[src/rtl/xfer_decode.sv]
module xfer_decode (
  input  logic [15:0] ins_first,
  input  logic [15:0] ins_second,
  output logic [3:0]  op_mode,
  output logic [3:0]  rd_idx,
  output logic [3:0]  rs_idx,
  output logic [3:0]  base_idx,
  output logic [1:0]  acc_size,
  output logic        sign_ext,
  output logic [31:0] imm_val,
  output logic [2:0]  ins_len,
  output logic        reg_we,
  output logic        mem_rd,
  output logic        mem_wr,
  output logic        base_we,
  output logic        illegal
);
  localparam logic [3:0] M_NONE = 4'd0, M_MOVE = 4'd1, M_IMM = 4'd2, M_LDI = 4'd3,
                         M_STI = 4'd4, M_STDEC = 4'd5, M_LDINC = 4'd6, M_LDDEC0 = 4'd7,
                         M_STINC0 = 4'd8, M_LDDSP = 4'd9;
  localparam logic [1:0] SZ_LONG = 2'd2;

  logic [3:0]  top, fn, fm, low;
  logic [19:0] imm20;
  logic [31:0] imm20_x;

  assign top     = ins_first[15:12];
  assign fn      = ins_first[11:8];
  assign fm      = ins_first[7:4];
  assign low     = ins_first[3:0];
  assign imm20   = {ins_first[7:4], ins_second};
  assign imm20_x = {{12{imm20[19]}}, imm20};
  assign illegal = (op_mode == M_NONE);

  always_comb begin
    op_mode  = M_NONE;
    rd_idx   = '0;
    rs_idx   = '0;
    base_idx = '0;
    acc_size = '0;
    sign_ext = 1'b0;
    imm_val  = '0;
    ins_len  = 3'd2;
    reg_we   = 1'b0;
    mem_rd   = 1'b0;
    mem_wr   = 1'b0;
    base_we  = 1'b0;
    unique case (top)
      4'b0110: begin
        if (low == 4'b0011) begin
          op_mode  = M_MOVE;
          rd_idx   = fn;
          rs_idx   = fm;
          acc_size = SZ_LONG;
          reg_we   = 1'b1;
        end else if (!low[3] && low[1:0] != 2'b11) begin
          op_mode  = low[2] ? M_LDINC : M_LDI;
          rd_idx   = fn;
          rs_idx   = fm;
          acc_size = low[1:0];
          sign_ext = (low[1:0] != SZ_LONG);
          reg_we   = 1'b1;
          mem_rd   = 1'b1;
          if (low[2]) begin
            base_idx = fm;
            base_we  = (fm != fn);
          end
        end
      end
      4'b0010: begin
        if (!low[3] && low[1:0] != 2'b11) begin
          op_mode  = low[2] ? M_STDEC : M_STI;
          rd_idx   = fn;
          rs_idx   = fm;
          acc_size = low[1:0];
          mem_wr   = 1'b1;
          if (low[2]) begin
            base_idx = fn;
            base_we  = 1'b1;
          end
        end
      end
      4'b1110: begin
        op_mode  = M_IMM;
        rd_idx   = fn;
        acc_size = SZ_LONG;
        imm_val  = {{24{ins_first[7]}}, ins_first[7:0]};
        reg_we   = 1'b1;
      end
      4'b0000: begin
        if (low[3:1] == 3'b000) begin
          op_mode  = M_IMM;
          rd_idx   = fn;
          acc_size = SZ_LONG;
          imm_val  = low[0] ? {imm20_x[23:0], 8'h00} : imm20_x;
          ins_len  = 3'd4;
          reg_we   = 1'b1;
        end
      end
      4'b0100: begin
        if (low == 4'b1011 && ins_first[7] && ins_first[5:4] != 2'b11) begin
          op_mode  = ins_first[6] ? M_LDDEC0 : M_STINC0;
          acc_size = ins_first[5:4];
          base_idx = fn;
          base_we  = 1'b1;
          if (ins_first[6]) begin
            rs_idx   = fn;
            sign_ext = (ins_first[5:4] != SZ_LONG);
            reg_we   = 1'b1;
            mem_rd   = 1'b1;
          end else begin
            rd_idx   = fn;
            mem_wr   = 1'b1;
          end
        end
      end
      4'b0011: begin
        if (low == 4'b0001 && (ins_second[15:12] == 4'b0100 ||
            ins_second[15:12] == 4'b1000 || ins_second[15:12] == 4'b0101)) begin
          op_mode  = M_LDDSP;
          rd_idx   = fn;
          rs_idx   = fm;
          ins_len  = 3'd4;
          reg_we   = 1'b1;
          mem_rd   = 1'b1;
          acc_size = {1'b0, ins_second[12]};
          sign_ext = !ins_second[15];
          imm_val  = ins_second[12] ? {19'd0, ins_second[11:0], 1'b0}
                                    : {20'd0, ins_second[11:0]};
        end
      end
      default: ;
    endcase
  end
endmodule

[config.mk]
export PLATFORM = sky130hd
export DESIGN_NAME = xfer_decode
export DESIGN_NICKNAME = d
export VERILOG_FILES = /design/src/rtl/xfer_decode.sv
export SDC_FILE = /design/constraint.sdc
export NUM_CORES = 1
export LEC_CHECK = 0
export ABC_CLOCK_PERIOD_IN_PS = 2160
export BUFFER_PORTS_ARGS = -buffer_cell sky130_fd_sc_hd__buf_2
export CAP_MARGIN = 20
export CORE_MARGIN = 10
export CORE_UTILIZATION = 35
export DETAILED_ROUTE_END_ITERATION = 16
export GPL_ROUTABILITY_DRIVEN = 0
export GPL_TIMING_DRIVEN = 0
export PLACE_DENSITY = 0.72
export REMOVE_ABC_BUFFERS = 1
export SLEW_MARGIN = 20
export SYNTH_ARGS = -nofsm -noshare
export SYNTH_HDL_FRONTEND = slang
export SYNTH_SLANG_ARGS = --single-unit
[constraint.sdc]
create_clock -name vclk -period 2.16
set_input_delay 0.216 -clock vclk [all_inputs]
set_output_delay 0.216 -clock vclk [all_outputs]
set_load 0.02 [all_outputs]
After elaboration in Yosys (flattened, before gate mapping)
Cells that the tools add are included.
{"block": "word_totals", "reg_bits": 0, "out_inout_bits": 59, "inputBits": 32}
{"block": "classes", "n_eq_ne": 16, "reduce_logical": 11, "mux": 69}
{"cell": "$pmux 32 s3", "count": 1}
{"cell": "$mux 4", "count": 20}
{"cell": "$pmux 4 s6", "count": 2}
{"cell": "$mux 32", "count": 1}
{"cell": "$mux 27", "count": 1}
{"cell": "$mux 13", "count": 2}
{"cell": "$mux 1", "count": 22}
{"cell": "$mux 3", "count": 6}
{"cell": "$eq 4x3->1 const B", "count": 4}
{"cell": "$pmux 4 s4", "count": 1}
{"cell": "$eq 4x2->1 const B", "count": 3}
{"cell": "$eq 4x4->1 const B", "count": 3}
{"cell": "$pmux 2 s6", "count": 1}
{"cell": "$pmux 4 s3", "count": 1}
{"cell": "$mux 2", "count": 5}
{"cell": "$pmux 1 s3", "count": 3}
{"cell": "$logic_not 4->1", "count": 2}
{"cell": "$ne 2x2->1 const B", "count": 4}
{"cell": "$pmux 3 s2", "count": 1}
{"cell": "$pmux 1 s5", "count": 1}
{"cell": "$eq 4x1->1 const B", "count": 1}
{"cell": "$logic_and 1x1->1", "count": 4}
{"cell": "$ne 4x4->1", "count": 1}
{"cell": "$logic_not 3->1", "count": 1}
{"cell": "3 further kinds", "count": 5}

Logic depth before layout (Yosys ltp)
Gate-level depths: netlist of run 1.
{"block": "logic_depth", "word_depth": 7, "ltp_mapped": 6, "mapped_depth_nobuf": 4}

Worst setup path after synthesis of run 1
OpenSTA, ideal clock, no wires.
{"block": "synth_path", "path_type": "input -> output", "start": "in ins_second[12]", "end": "out rd_idx[0]", "path_slack_ns": 0.120, "t_required_ns": 1.944, "t_arrival_ns": 1.824, "path_stages": 5, "path_buffers": 1, "path_cell_list": "buf_2 or3b_1 a2111oi_2 a211oi_2 a21boi_0"}
{"block": "synth_via", "elab_chain_cells": 6}
{"element": "start: declaration", "line": "3", "text": "input logic [15:0] ins_second,"}
{"element": "$eq 4x3->1 / $eq 4x4->1 (equally long branches)", "line": "118, 119"}
{"element": "$logic_or 1x1->1", "line": "118", "text": "if (low == 4'b0001 && (ins_second[15:12] == 4'b0100 ||"}
{"element": "$logic_or 1x1->1 *", "line": "119", "text": "ins_second[15:12] == 4'b1000 || ins_second[15:12] == 4'b0101)) begin"}
{"element": "$logic_and 1x1->1 *", "line": "118"}
{"element": "$mux 4 *", "line": "118"}
{"element": "$pmux 4 s6 *", "line": "48", "text": "unique case (top)"}
{"element": "end: declaration", "line": "5", "text": "output logic [3:0] rd_idx,"}
Every way passes the cells marked *; elsewhere a longest branch is shown, timed or not.

Worst setup path after layout of run 1
{"block": "layout_path", "start": "in ins_second[12]", "end": "out sign_ext"}
{"block": "layout_via", "elab_chain_cells": 6}
{"element": "$eq 4x3->1 / $eq 4x4->1 (equally long branches)", "line": "118, 119"}
{"element": "$logic_or 1x1->1", "line": "118"}
{"element": "$logic_or 1x1->1 *", "line": "119"}
{"element": "$logic_and 1x1->1 *", "line": "118"}
{"element": "$mux 1 *", "line": "118"}
{"element": "$pmux 1 s3 *", "line": "48"}
{"element": "end: declaration", "line": "9", "text": "output logic sign_ext,"}
Marked as above.

==> flow_metrics.py, run 1 <==
metrics = {
    "status": {
        "status": "completed",
    },
    "timing": {
        "max_slew_margin_pct": 61.4,
        "post-route-period-util_pct": 97.2,
        "setup_viol_count_final": 0,
        "timing.fmax_ghz": 0.477,
        "rsz0062_at_grt": "yes",
        "finalHoldViolCount": 0,
        "holdWs_ps": 782,
        "fin_tns_setup_ps": 0,
        "finalMaxSlewViolations": 0,
        "min_period_ps": 2100,
        "tightest_slew_ps": 578,
    },
    "global_route": {
        "antenna_found_initial": 0,
        "grt_pass1_wl_mm": 7.71,
        "grt_pass1_vias": 1514,
        "grt.overflow.total": 0,
        "track_usage_pct": 14.6,
        "grt_max_degree": 18,
    },
    "worst_setup_path": {
        "path_class": "in -> out",
        "cp_max_fo": 9,
        "cpLargestDelayFamily": "compound AO/OA/AOI/OAI gates",
        "crit_slowest_cell": "a2111o_2",
        "timing.critical_path.cells": "buf_2 > or3b_1 > a2111o_2 > o221ai_1 > buf_2",
        "critPathLaunchType": "primary input",
        "crit_required_ps": 1940,
        "cp_common_cell": "buf_2",
        "crit_path_end_kind": "output pin",
        "cp.depth": 5,
        "max_stage_delay_ps": 600,
        "setup.worst_path.start": "ins_second[12]",
        "cp_num_buf_inv": 2,
        "crit_arrival_ps": 1880,
        "cp-endpoint": "sign_ext",
    },
    "finish": {
        "n_clock_buffer": 0,
        "n_antenna_cell": 0,
        "drive_above_1_share_pct": 46.3,
        "regArea_um2": 0,
        "final_util_pct": 51.2,
        "postLayoutCellArea_um2": 1600,
        "syn_to_final_growth_pct": 36.7,
        "nets": 265,
        "stdcell_count": 273,
        "mostFrequentLayoutCells": "buf_2 (89), a22o_1 (16), mux2i_1 (15), a21o_1 (15), nand2_1 (11)",
        "final_common_cell": "buf_2",
        "seq_cells": 0,
    },
    "pwr": {
        "switching_share_pct": 62.3,
        "p_switching_uw": 135,
        "p_leak_nw": 1.04,
        "powerDensity_nw_per_um2": 135,
        "combPwrFrac_pct": 100.0,
        "p_int_uw": 81.5,
        "power.share.clock_pct": 0,
        "seq_power_share_pct": 0,
        "vdd_drop_max_uv": 58.8,
    },
    "floorplan": {
        "io_pins": 91,
        "rows": 20,
        "die-area_um2": 6060,
        "core_um2": 3130,
        "start_util_pct": 37.5,
        "die_w_um": 77.9,
        "fp.dieH_um": 77.9,
    },
    "routing": {
        "viasPerCell": 5.63,
        "ant_nets": 0,
        "wl_mm": 4.91,
        "drt_iter0_drc": 102,
        "wl_per_cell_um": 18.0,
        "drc": 0,
        "num_vias": 1537,
        "dr.pass1.iters": 4,
    },
    "logic_synthesis": {
        "synth_top_area_cell": "mux2i_1",
        "synth.mux.area_fraction_pct": 12.8,
        "syn_area_per_cell_um2": 7.52,
        "yosys_warnings": 0,
        "synth_top_area_share_pct": 12.8,
        "synth_top_family_by_area": "compound AO/OA/AOI/OAI gates",
        "yosys-top-cells-area": "mux2i_1 (13%), a22o_1 (12%), a21o_1 (9.6%)",
        "synth-adder-area-share_pct": 2.13,
        "synth_cell_types": 49,
        "postSynthCellCount": 156,
        "synth-simple-area-share_pct": 29.8,
        "netlist_area_um2": 1170,
        "seq_area_frac_synth_pct": 0,
        "synth-compound-area-share_pct": 41.3,
        "synth-xor-area-share_pct": 2.99,
    },
    "clock_network": {
        "ctsHoldBuffers": 0,
    },
    "hold_path": {
        "hold_class": "in -> out",
    },
    "placed_design": {
        "dp_cells": 272,
        "place_hpwl_mm": 4.00,
        "portBuffers": 90,
        "place_area_um2": 1580,
    },
    "run": {
        "cap_viol_max_count": 0,
    },
}
==> per-layer routing <==
| metal | part of all wire [%] | vias up | global-route usage, % |
|---|---|---|---|
| met3 | 6.2 | 4 | 3.00 |
| met4 | 1.2 | 0 | 1.46 |
| met2 | 52 | 38 | 27.7 |
| met5 | 0 | - | 0 |
| met1 | 41 | 741 | 16.8 |
| li1 | - | 754 | - |
==> cells in the mapped netlist, types with 2 or more instances <==
cell type / n
inv_1: 6
a22o_1: 16
xnor2_1: 4
a21boi_0: 3
or3_1: 2
o211ai_1: 2
clkbuf_1: 7
o21ai_0: 8
a21oi_1: 2
buf_4: 6
ha_1: 2
mux2i_1: 15
nand4_1: 3
buf_2: 4
nor2_1: 3
a21o_1: 15
o221ai_1: 5
nand2_1: 12
nor2b_1: 4
nand3_1: 6
and4b_1: 3
==> per-stage QoR <==
step	power, mW	setup slack [ps]
final	0.216	61.5
after global routing	0.234	-30.6
after CTS	0.215	0.869
after detailed placement	0.213	-128
after global placement	0.211	-108
after floorplan	0.107	-268
==> power by group through the flow <==
stage | combinational (mW) | sequential, mW | clock [mW]
6_report | 0.216 | 0 | 0
5_1_grt | 0.234 | 0 | 0
4_1_cts | 0.215 | 0 | 0
3_5_place_dp | 0.213 | 0 | 0
3_3_place_gp | 0.211 | 0 | 0
2_1_floorplan | 0.107 | 0 | 0
==> cell type report <==
| class | instances | area, um^2 |
|---|---|---|
| timing repair buffer | 91 | 460 |
| inverter | 6 | 22.5 |
| fill | 323 | 1530 |
| tap | 44 | 55.1 |
| multi-input combinational | 132 | 1060 |
==> kinds of logic (layout without fill, tap and decap cells) <==
family,after synthesis,count (layout)
other,1,1
and+or+nand+nor,50,50
adders and majority gates,2,2
muxes,15,15
buffers and inverters,24,97
AOI/OAI and AO/OA,60,60
xor gates and xnor gates,4,4
==> how the worst min path moves through the flow <==
stage / from / to / slack, ps / cells after the start
after floorplan: ins_first[15] / op_mode[2] / 580 / 1
after global placement: ins_second[4] / imm_val[4] / 780 / 3
after detailed placement: ins_second[4] / imm_val[4] / 790 / 3
after CTS: ins_second[4] / imm_val[4] / 790 / 3
after global routing: ins_second[4] / imm_val[4] / 800 / 3
final: ins_second[4] / imm_val[4] / 780 / 3
==> repair_timing <==
action | in CTS | in global routing
hold endpoints to repair | 0 | 0
resized for setup | 3 | 5
setup buffers | 0 | 1
cloned | 0 | 0
pin swaps | 0 | 3
setup endpoints to repair | 21 | 36
Power figures use the tool's default switching activity.
==> run 2, diff against run 1 <==
--- a/config.mk
+++ b/config.mk
@@ -5,6 +5,7 @@
 export SDC_FILE = /design/constraint.sdc
 export NUM_CORES = 1
 export LEC_CHECK = 0
+export ABC_AREA = 1
 export ABC_CLOCK_PERIOD_IN_PS = 2160
 export BUFFER_PORTS_ARGS = -buffer_cell sky130_fd_sc_hd__buf_2
 export CAP_MARGIN = 20
@@ -13,7 +14,7 @@
 export DETAILED_ROUTE_END_ITERATION = 16
 export GPL_ROUTABILITY_DRIVEN = 0
 export GPL_TIMING_DRIVEN = 0
-export PLACE_DENSITY = 0.72
+export PLACE_DENSITY = 0.68
 export REMOVE_ABC_BUFFERS = 1
 export SLEW_MARGIN = 20
 export SYNTH_ARGS = -nofsm -noshare
==> flow_metrics.py, run 2 <==
metrics = {
    "routing": {
        "wl_mm": 6.19,
        "drc": 0,
        "dr.pass1.iters": 5,
        "ant_nets": 0,
        "viasPerCell": 5.20,
        "wl_per_cell_um": 14.5,
        "drt_iter0_drc": 174,
        "num_vias": 2225,
    },
    "timing": {
        "holdWs_ps": 779,
        "setup_viol_count_final": 0,
        "post-route-period-util_pct": 85.6,
        "fin_tns_setup_ps": 0,
        "min_period_ps": 1850,
        "finalMaxSlewViolations": 0,
        "rsz0062_at_grt": "no",
        "timing.fmax_ghz": 0.541,
        "finalHoldViolCount": 0,
    },
    "logic_synthesis": {
        "yosys_warnings": 0,
        "synth_top_area_cell": "nand2_1",
        "synth_cell_types": 28,
        "seq_area_frac_synth_pct": 0,
        "syn_area_per_cell_um2": 4.82,
        "postSynthCellCount": 300,
        "synth_most_common_cell": "nand2_1",
        "synth_top_area_share_pct": 18.2,
        "netlist_area_um2": 1450,
        "synth_commonest_cells": "nand2_1 (70), nor2_1 (41), inv_1 (40)",
        "yosys-top-cells-area": "nand2_1 (18%), nor2_1 (11%), inv_1 (10%)",
    },
    "worst_setup_path": {
        "timing.critical_path.cells": "buf_2 > nor2_4 > nand2_4 > a21oi_4 > nand2_4 > o21ai_4 > nand2_1 > nand2_1 > buf_2",
        "crit_path_end_kind": "output pin",
        "path_class": "in -> out",
        "max_stage_delay_ps": 400,
        "critPathLaunchType": "primary input",
        "crit_slowest_cell": "o21ai_4",
        "cp_num_buf_inv": 2,
        "crit_required_ps": 1940,
        "cpLargestDelayFamily": "simple AND/OR/NAND/NOR gates",
        "cp_max_fo": 11,
        "crit_arrival_ps": 1630,
    },
    "finish": {
        "nets": 414,
        "mostFrequentLayoutCells": "buf_2 (90), nand2_1 (70), nor2_1 (41)",
        "final_common_cell": "buf_2",
        "postLayoutCellArea_um2": 1890,
        "drive_above_1_share_pct": 32.8,
        "final_util_pct": 47.1,
        "seq_cells": 0,
        "n_clock_buffer": 0,
        "syn_to_final_growth_pct": 30.5,
        "regArea_um2": 0,
        "n_antenna_cell": 0,
    },
    "placed_design": {
        "place_hpwl_mm": 5.06,
        "place_area_um2": 1880,
        "portBuffers": 90,
    },
    "pwr": {
        "finalPower_uw": 244,
        "powerDensity_nw_per_um2": 129,
        "vdd_drop_max_uv": 48.9,
        "p_leak_nw": 1.26,
    },
    "clock_network": {
        "ctsHoldBuffers": 0,
    },
    "hold_path": {
        "min_to": "imm_val[9]",
        "min_from": "ins_second[9]",
        "hold_class": "in -> out",
        "hold_depth": 4,
    },
    "global_route": {
        "grt_pass1_vias": 2233,
        "grt.overflow.total": 0,
        "grt_pass1_wl_mm": 10.5,
        "antenna_found_initial": 0,
        "grt_max_degree": 20,
        "track_usage_pct": 16.4,
    },
    "floorplan": {
        "die_w_um": 84.3,
        "rows": 23,
        "core_um2": 4000,
        "die-area_um2": 7100,
        "fp.dieH_um": 84.3,
        "start_util_pct": 36.1,
        "io_pins": 91,
    },
    "status": {
        "status": "completed",
    },
    "run": {
        "cap_viol_max_count": 0,
    },
}
[run 2: routing by layer]
layer  global-route usage [%]  share of wire [%]  vias to the layer above
li1                         -                  -                     1117
met2                     27.4                 47                      133
met1                     20.4                 41                      973
met5                        0                  0                        -
met3                     4.54                 12                        2
met4                     3.20               0.34                        0
[run 2: worst max path at each step]
stage | start | endpoint | cells past startpoint
detailed placement | ins_first[13] | imm_val[8] | 10
floorplan | ins_first[13] | imm_val[27] | 6
finish | ins_first[2] | imm_val[11] | 9
CTS | ins_first[13] | imm_val[8] | 10
global route | ins_first[0] | rd_idx[2] | 8
global placement | ins_first[13] | imm_val[9] | 10
[run 2: cells by family (layout without fill, tap and decap cells)]
group / count (synthesis) / count (layout) / synth area share, %
AND/OR/NAND/NOR: 175 / 175 / 55.6
AO/OA/AOI/OAI: 61 / 61 / 23.6
buffers and inverters: 59 / 137 / 17.6
adder cells (fa/ha/maj): 2 / 2 / 1.73
XOR/XNOR: 2 / 2 / 1.21
other: 1 / 1 / 0.259
[run 2: report_power, final]
group	internal (mW)	total, mW	switching (mW)
Sequential	0	0	0
Combinational	0.0733	0.244	0.171
Clock	0	0	0
[run 2: area by class of cell]
type / count / area, um^2
Tap cell: 50 / 62.6
Fill cell: 486 / 2110
Multi-Input combinational cell: 241 / 1200
Inverter: 47 / 176
Timing Repair Buffer: 90 / 450
[run 2: repair_timing]
item,CTS,global route
resized for setup,0,2
buffers inserted,0,0
setup endpoints to repair,0,20
endpoints found under the hold margin,0,0
[run 2: through the flow]
step / setup slack [ps] / std cells
CTS: 39.4 / 428
global placement: 73.0 / 428
detailed placement: 43.0 / 428
global route: 64.4 / 428
finish: 310 / 428
floorplan: -115 / 288
